`src/rtl/smb_host_pkg.sv`:
```
package smb_host_pkg;
  localparam int WIN_AW = 6;
  localparam int DW     = 8;

  localparam logic [WIN_AW-1:0] OFS_STAT = 6'h00;
  localparam logic [WIN_AW-1:0] OFS_CTL  = 6'h02;
  localparam logic [WIN_AW-1:0] OFS_CMD  = 6'h03;
  localparam logic [WIN_AW-1:0] OFS_ADR  = 6'h04;
  localparam logic [WIN_AW-1:0] OFS_D0   = 6'h05;
  localparam logic [WIN_AW-1:0] OFS_D1   = 6'h06;
  localparam logic [WIN_AW-1:0] OFS_BLK  = 6'h07;

  localparam logic [2:0] PR_QUICK = 3'd0;
  localparam logic [2:0] PR_BYTE  = 3'd1;
  localparam logic [2:0] PR_BDATA = 3'd2;
  localparam logic [2:0] PR_WORD  = 3'd3;
  localparam logic [2:0] PR_BLOCK = 3'd5;

  localparam int CTL_START = 6;

  function automatic logic proto_ok(input logic [2:0] p);
    return (p == PR_QUICK) || (p == PR_BYTE) || (p == PR_BDATA) ||
           (p == PR_WORD) || (p == PR_BLOCK);
  endfunction
endpackage

```
`src/rtl/smb_blk_ram.sv`:
```
module smb_blk_ram #(
  parameter int DEPTH = 32,
  parameter int W     = 8,
  parameter int AW    = $clog2(DEPTH)
) (
  input  logic          clk,
  input  logic          a_en,
  input  logic          a_we,
  input  logic [AW-1:0] a_addr,
  input  logic [W-1:0]  a_wdata,
  output logic [W-1:0]  a_rdata,
  input  logic          b_we,
  input  logic [AW-1:0] b_addr,
  input  logic [W-1:0]  b_wdata,
  output logic [W-1:0]  b_rdata
);
  logic [W-1:0] mem [DEPTH];

  // Single write process; host port takes precedence on a same-entry clash.
  always_ff @(posedge clk) begin
    if (b_we) mem[b_addr] <= b_wdata;
    if (a_en && a_we) mem[a_addr] <= a_wdata;
  end

  always_ff @(posedge clk) begin
    if (a_en && !a_we) a_rdata <= mem[a_addr];
  end

  always_ff @(posedge clk) begin
    b_rdata <= mem[b_addr];
  end
endmodule

```
`src/rtl/smb_blk_index.sv`:
```
module smb_blk_index #(
  parameter int DEPTH = 32,
  parameter int AW    = $clog2(DEPTH)
) (
  input  logic          clk,
  input  logic          rst,
  input  logic          clr,
  input  logic          step,
  output logic [AW-1:0] idx
);
  localparam logic [AW-1:0] LAST = AW'(DEPTH - 1);

  always_ff @(posedge clk) begin
    if (rst || clr)  idx <= '0;
    else if (step)   idx <= (idx == LAST) ? '0 : idx + 1'b1;
  end

  // the index returns to 0 after the last entry
  p_idx_wrap_r8: assert property (@(posedge clk) disable iff (rst)
    (step && !clr && idx == LAST) |=> (idx == '0));

  // a rewind request always lands on entry 0
  p_idx_clr_r7: assert property (@(posedge clk) disable iff (rst)
    clr |=> (idx == '0));
endmodule

```
`src/rtl/smb_host_regs.sv`:
```
module smb_host_regs
  import smb_host_pkg::*;
#(
  parameter int BUF_DEPTH = 32,
  parameter int IDX_W     = $clog2(BUF_DEPTH)
) (
  input  logic              clk,
  input  logic              rst,
  input  logic [WIN_AW-1:0] reg_addr,
  input  logic              reg_wr,
  input  logic              reg_rd,
  input  logic [DW-1:0]     reg_wdata,
  output logic [DW-1:0]     reg_rdata,
  output logic              eng_req,
  output logic [2:0]        eng_proto,
  output logic [6:0]        eng_addr,
  output logic              eng_read,
  output logic [DW-1:0]     eng_cmd,
  output logic [DW-1:0]     eng_data0,
  output logic [DW-1:0]     eng_data1,
  input  logic              eng_done,
  input  logic [DW-1:0]     eng_rdata0,
  input  logic [DW-1:0]     eng_rdata1,
  input  logic [IDX_W-1:0]  eng_buf_addr,
  input  logic              eng_buf_we,
  input  logic [DW-1:0]     eng_buf_wdata,
  output logic [DW-1:0]     eng_buf_rdata
);
  logic          st_done, st_err;
  logic [4:0]    ctl_q;
  logic [DW-1:0] cmd_q, adr_q, d0_q, d1_q;
  logic [DW-1:0] misc_q, ram_q;
  logic          from_ram_q;
  logic [IDX_W-1:0] blk_idx;

  logic hit_blk, idx_clr, idx_step, start_wr, finish;
  assign hit_blk  = (reg_addr == OFS_BLK);
  assign idx_clr  = (reg_wr && reg_addr == OFS_STAT) || (reg_rd && reg_addr == OFS_CTL);
  assign idx_step = (reg_wr || reg_rd) && hit_blk;
  assign start_wr = reg_wr && reg_addr == OFS_CTL && reg_wdata[CTL_START];
  assign finish   = eng_req && eng_done;

  smb_blk_index #(.DEPTH(BUF_DEPTH), .AW(IDX_W)) u_index (
    .clk(clk), .rst(rst), .clr(idx_clr), .step(idx_step), .idx(blk_idx)
  );

  smb_blk_ram #(.DEPTH(BUF_DEPTH), .W(DW), .AW(IDX_W)) u_buf (
    .clk(clk),
    .a_en(idx_step), .a_we(reg_wr), .a_addr(blk_idx),
    .a_wdata(reg_wdata), .a_rdata(ram_q),
    .b_we(eng_buf_we), .b_addr(eng_buf_addr),
    .b_wdata(eng_buf_wdata), .b_rdata(eng_buf_rdata)
  );

  // Register file, launch and completion
  always_ff @(posedge clk) begin
    if (rst) begin
      st_done <= 1'b0; st_err <= 1'b0; ctl_q <= '0;
      cmd_q <= '0; adr_q <= '0; d0_q <= '0; d1_q <= '0;
      eng_req <= 1'b0; eng_proto <= '0; eng_addr <= '0; eng_read <= 1'b0;
      eng_cmd <= '0; eng_data0 <= '0; eng_data1 <= '0;
    end else begin
      if (reg_wr) begin
        case (reg_addr)
          OFS_STAT: begin st_done <= 1'b0; st_err <= 1'b0; end
          OFS_CTL:  ctl_q <= reg_wdata[4:0];
          OFS_CMD:  cmd_q <= reg_wdata;
          OFS_ADR:  adr_q <= reg_wdata;
          OFS_D0:   d0_q  <= reg_wdata;
          OFS_D1:   d1_q  <= reg_wdata;
          default: ;
        endcase
      end
      if (start_wr && !eng_req) begin
        if (proto_ok(reg_wdata[4:2])) begin
          eng_req   <= 1'b1;
          eng_proto <= reg_wdata[4:2];
          eng_addr  <= adr_q[7:1];
          eng_read  <= adr_q[0];
          eng_cmd   <= cmd_q;
          eng_data0 <= d0_q;
          eng_data1 <= d1_q;
        end else begin
          st_err <= 1'b1;
        end
      end
      if (finish) begin
        eng_req <= 1'b0;
        st_done <= 1'b1;
        if (eng_read) begin
          case (eng_proto)
            PR_BYTE, PR_BDATA, PR_BLOCK: d0_q <= eng_rdata0;
            PR_WORD: begin d0_q <= eng_rdata0; d1_q <= eng_rdata1; end
            default: ;
          endcase
        end
      end
    end
  end

  // Registered readback
  always_ff @(posedge clk) begin
    if (rst) begin
      misc_q <= '0; from_ram_q <= 1'b0;
    end else if (reg_rd) begin
      from_ram_q <= hit_blk;
      case (reg_addr)
        OFS_STAT: misc_q <= {5'b0, st_err, st_done, eng_req};
        OFS_CTL:  misc_q <= {3'b0, ctl_q};
        OFS_CMD:  misc_q <= cmd_q;
        OFS_ADR:  misc_q <= adr_q;
        OFS_D0:   misc_q <= d0_q;
        OFS_D1:   misc_q <= d1_q;
        default:  misc_q <= '0;
      endcase
    end
  end

  assign reg_rdata = from_ram_q ? ram_q : misc_q;

  // a good start raises the request with the written protocol
  p_start_launch_r3: assert property (@(posedge clk) disable iff (rst)
    (start_wr && !eng_req && proto_ok(reg_wdata[4:2]))
      |=> (eng_req && eng_proto == $past(reg_wdata[4:2])));

  // an unsupported code flags an error and does not request
  p_bad_proto_r4: assert property (@(posedge clk) disable iff (rst)
    (start_wr && !eng_req && !proto_ok(reg_wdata[4:2])) |=> (!eng_req && st_err));

  // the request is held until the engine answers
  p_req_hold_r5: assert property (@(posedge clk) disable iff (rst)
    (eng_req && !eng_done) |=> eng_req);

  // completion drops the request and marks done
  p_finish_r5: assert property (@(posedge clk) disable iff (rst)
    (eng_req && eng_done) |=> (!eng_req && st_done));

  // fields stay put while the request is outstanding
  p_busy_stable_r11: assert property (@(posedge clk) disable iff (rst)
    (eng_req && !eng_done) |=> ($stable(eng_cmd) && $stable(eng_proto) && $stable(eng_addr)));

  // a control read rewinds the block index
  p_ctl_rewind_r9: assert property (@(posedge clk) disable iff (rst)
    (reg_rd && reg_addr == OFS_CTL) |=> (blk_idx == '0));
endmodule

```
`config.mk`:
```
export PLATFORM = sky130hd
export DESIGN_NAME = smb_host_regs
export DESIGN_NICKNAME = d
export VERILOG_FILES = /design/src/rtl/smb_host_pkg.sv /design/src/rtl/smb_blk_ram.sv /design/src/rtl/smb_blk_index.sv /design/src/rtl/smb_host_regs.sv
export SDC_FILE = /design/constraint.sdc
export NUM_CORES = 1
export LEC_CHECK = 0
export BUFFER_PORTS_ARGS = -buffer_cell sky130_fd_sc_hd__buf_2
export CORE_MARGIN = 2
export CORE_UTILIZATION = 30
export DETAILED_ROUTE_END_ITERATION = 16
export PLACE_DENSITY_LB_ADDON = 0.3
export SLEW_MARGIN = 20
export SYNTH_ARGS = -nofsm -noshare
export SYNTH_HDL_FRONTEND = slang
export SYNTH_SLANG_ARGS = --single-unit
```
`constraint.sdc`:
```
create_clock -name clk -period 6.28 [get_ports clk]
set_input_delay 1.884 -clock clk [delete_from_list [all_inputs] [get_ports clk]]
set_output_delay 1.884 -clock clk [all_outputs]
set_load 0.02 [all_outputs]
```
Word level (Yosys, flattened, before mapping)
Memories as Yosys holds them, arrays and structs flattened. A register that Yosys moved wholly into a read port is not among the register bits.
Cells that the tools add are included.
Widths: inputs -> output; s select.

operators by class
  $add $sub $neg = 1
  eq/ne operators = 15
  muxes and demuxes = 24
  reduce and logical (&&, ||, !) cells = 29

operators with widths
  kind                 number
  $mux 8               11
  $pmux 8 s6           1
  $eq 6x3->1 const B   4
  $eq 3x2->1 const B   4
  $eq 6x2->1 const B   2
  $mux 1               11
  $reduce_and 2->1     5
  $logic_and 1x1->1    9
  $logic_or 1x1->1     7
  $eq 3x1->1 const B   2
  $eq 3x3->1 const B   2
  $logic_not 6->1      1
  $add 5x1->5 const B  1
  $eq 5x5->1 const B   1
  $mux 5               1
  $reduce_bool 2->1    2
  $reduce_or 4->1      1
  $logic_not 3->1      1
  $logic_not 1->1      2
  $reduce_or 2->1      1

storage, ports and cells
  bits in registers = 89
  bits in writable memories = 256
  memories kept = 1

memory list
  name       depth  width  read ports  clocked after memory_dff  wr ports  line               text
  u_buf.mem  32     8      2           2                         2         smb_blk_ram.sv:17  logic [W-1:0] mem [DEPTH];

Longest topological paths before layout
  depth after elaboration = 7
  gate-level depth with buffers = 8
  mapped depth without buffers = 6

Cells and area by module
From an unflattened synthesis, not the netlist that was laid out.

unflattened totals
  cells, all modules = 1664
  area total of the unflattened synthesis = 20058.0 um2

modules (own cells, without submodules)
  module         times used  cells each  area an instance (um2)
  smb_blk_ram    1           1209        16118.0
  smb_host_regs  1           433         3711.1
  smb_blk_index  1           22          229.0

Worst setup path before layout
Ideal clock, no wire load.

  kind = input port to flip-flop
  start point = in reg_addr[2]
  end point = reg u_buf.a_rdata[0] (read register of u_buf.mem), enable pin
  library setup time = 398 ps
  arrival = 3627 ps
  data required time = 5882 ps
  slack = 2255 ps
  stages on the path = 4
  buffers on the path = 2
  cells stage by stage = buf_2 > or4b_1 > buf_2 > nor4b_1

on the way
  longest elaborated chain between the ends = 3

RTL lines
  what                line                 text
  start: declaration  smb_host_regs.sv:9   input logic [WIN_AW-1:0] reg_addr,
  $eq 6x3->1          smb_host_regs.sv:37  assign hit_blk = (reg_addr == OFS_BLK);
  $logic_and 1x1->1   smb_host_regs.sv:39  assign idx_step = (reg_wr || reg_rd) && hit_blk;
  $logic_and 1x1->1   smb_blk_ram.sv:26    if (a_en && !a_we) a_rdata <= mem[a_addr];
  end: declaration    smb_blk_ram.sv:11    output logic [W-1:0] a_rdata,

No other way between the ends.
A chain may end at the register's enable or synchronous reset.

==> metrics <==
Die Wd 263 µm; largest net degree at the start of global routing 82; clock skew 21.5 ps; predominant post-synthesis flop cell edfxtp_1; Layout Nets 1736; dpl cells 2505; CP Capture Type flip-flop; first-iteration detailed-routing DRC count 1856; Detailed Routing Iterations Pass 1 6; hold_buf cts 0; Post-Route WL 76700 µm; Fmax 0.229 GHz; Worst Tran Pin Value 1180 ps; DR vias 15100; Clk pwr share 43.0%; syn_nets 1733; Comb power frac 8.2%; Die Y-Extent 263 µm; via/cell ratio 5.85; maxcap violations 0; Worst-path clk slew 60 ps; worst min path class flip-flop to flip-flop; Seq pwr share 48.8%; Async SR Flop Fraction 0%; Net Sw Frac 24.2%; Final Hold Fails 0; CTS tree built; Power Internal 0.00404 W; port bufs 100; setup ws final 1910 ps; Root Driver clkbuf_16; total I/O pin count 101; RSZ-0062 raised after global routing no; Commonest cells post-synth mux2i_1, edfxtp_1, mux2_2; Synth area leaders edfxtp_1, mux2i_1, mux2_2; initial core utilization 30.4%; Post-Syn Instances 1679; cell taking the most area after synthesis edfxtp_1; Total Neg Setup Slack 0 ps; max_slew headroom 21.6%; startpoint type of the worst setup path primary input; worst slack, placed 1370 ps; Worst-Skew Late Latency 570 ps; Bufs on Longest Clock Path 3; Die Area 69000 µm²; CP Data Arrival Time 4600 ps; register area 9870 µm²; Layout Cells excl Fill 2574; unique cell type count in the Yosys netlist 60; synth warn 0; gr ovfl total 0; number of global-route vias before repair 14700; share of cells above drive strength 1 28.5%; htree depth 2; number of synthesized flops with an enable pin 264; post-DR wirelength/cell 29.8 µm; DRC Markers 0; post-synthesis sequential area ratio 49.2%; Total GRT Usage 21.6%; post-layout util 34.1%; Net Switching 0.00129 W; crit path kind primary input to flip-flop; PwrDens 237 nW/µm²; # clock sinks 361; row count 94; Antenna Cells 0; Leak 7.61 nW; VDD IR-drop max 0.237 mV; multi-input logic area 9560 µm²; Mapped Area 20100 µm²; Worst Path Max Fanout 22; Min Clock Period, post-route 4370 ps; # setup viols final 0; Power Total 0.00533 W; Placeable Area 66000 µm²; mean area per synthesized cell 11.9 µm²; flops & latches, synth 361; most common cell in the synthesized netlist mux2i_1; RePlAce Congestion 0.986; Post-CTS Setup Inserts 0; status completed; Area Overhead vs Synth 12.0%; hpwl dp 51300 µm; initial antenna violation count 0; Critical Path RT 6510 ps; first-pass GRT wire length 109000 µm; Max Slew Vio Count 0; Resized cells post-CTS 0; # fillers 6531; period utilization 69.6%; Synth top area share 39.5%; post-route ant nets 0; CTS Buf Count 39
==> placed cells by master, fill, tap and decap left out, types with 10 or more instances in the layout <==
cell type	instances
a21o_1	28
a21oi_1	45
a311oi_1	11
buf_2	99
buf_4	20
clkbuf_1	12
clkbuf_16	41
dfxtp_1	96
edfxtp_1	264
mux2_1	16
mux2_2	249
mux2i_1	294
nand2_1	120
nand3_1	10
nand4bb_1	11
nor2_1	51
nor2_2	34
nor4_1	35
o22ai_1	128
==> area by class of cell <==
cell class	instances	share of cell area (%)
sequential	361	43.9
multi-input combinational	1153	42.5
clock buffer	55	4.89
tap	864	4.81
timing repair buffer	123	3.19
clock inverter	14	0.596
inverter	4	0.0668
==> per-stage QoR <==
stage | hold WS [ps] | area [µm²]
after global placement | 439 | 21200
after global routing | 470 | 22500
after detailed placement | 442 | 21200
final | 451 | 22500
after CTS | 453 | 22500
after floorplan | 421 | 20100
==> state kept, by name, indices dropped and copies added (netlist names) <==
name	cells
u_buf.a_rdata	8
eng_read	1
from_ram_q	1
u_buf.b_rdata	8
eng_proto	3
ctl_q	5
st_done	1
u_buf.mem	256
cmd_q	8
st_err	1
eng_data0	8
misc_q	8
d1_q	8
adr_q	8
d0_q	8
eng_req	1
eng_cmd	8
u_index.idx	5
eng_data1	8
eng_addr	7
==> kinds of logic (layout without fill, tap and decap cells) <==
kind of cell,after synthesis,in the layout,share of synthesized area (%)
adders and majority gates,5,5,0.312
DFF,361,361,49.2
xor gates and xnor gates,1,1,0.0437
AOI/OAI and AO/OA,251,251,8.22
muxes,559,559,29.5
and+or+nand+nor,337,337,9.45
buffers and inverters,165,196,3.24
==> worst paths after layout <==
check / to / slack [ps] / start / depth (start not counted)
setup / recovery: u_buf.mem[28][3] / 1910 / reg_addr[1] / 5
hold / removal: eng_data0[3] / 450 / eng_data0[3] / 2
setup reg to reg: u_buf.a_rdata[7] / 3020 / u_index.idx[1] / 5
hold reg to reg: eng_data0[3] / 450 / eng_data0[3] / 2
==> layer usage <==
metal  part of all wire (%)  GRT usage (%)
met5                      0              0
met1                     43           29.2
met4                    4.4           9.02
met3                    7.3           3.45
met2                     46           34.4
==> worst max-delay path, cell delays in order <==
cell and delay (ps):
buf_2 430, and2_1 600, nand4_2 700, nor2_2 620
a21o_1 340
==> power by group through the flow <==
stage / clock [W] / sequential [W] / combinational [W]
detailed placement: 0 / 0.00265 / 0.000427
floorplan: 0 / 0.00266 / 0.000243
global placement: 0 / 0.00265 / 0.000422
CTS: 0.00232 / 0.00260 / 0.000428
finish: 0.00229 / 0.00260 / 0.000435
global route: 0.00241 / 0.00260 / 0.000450
(Power assumes the default switching activity.)
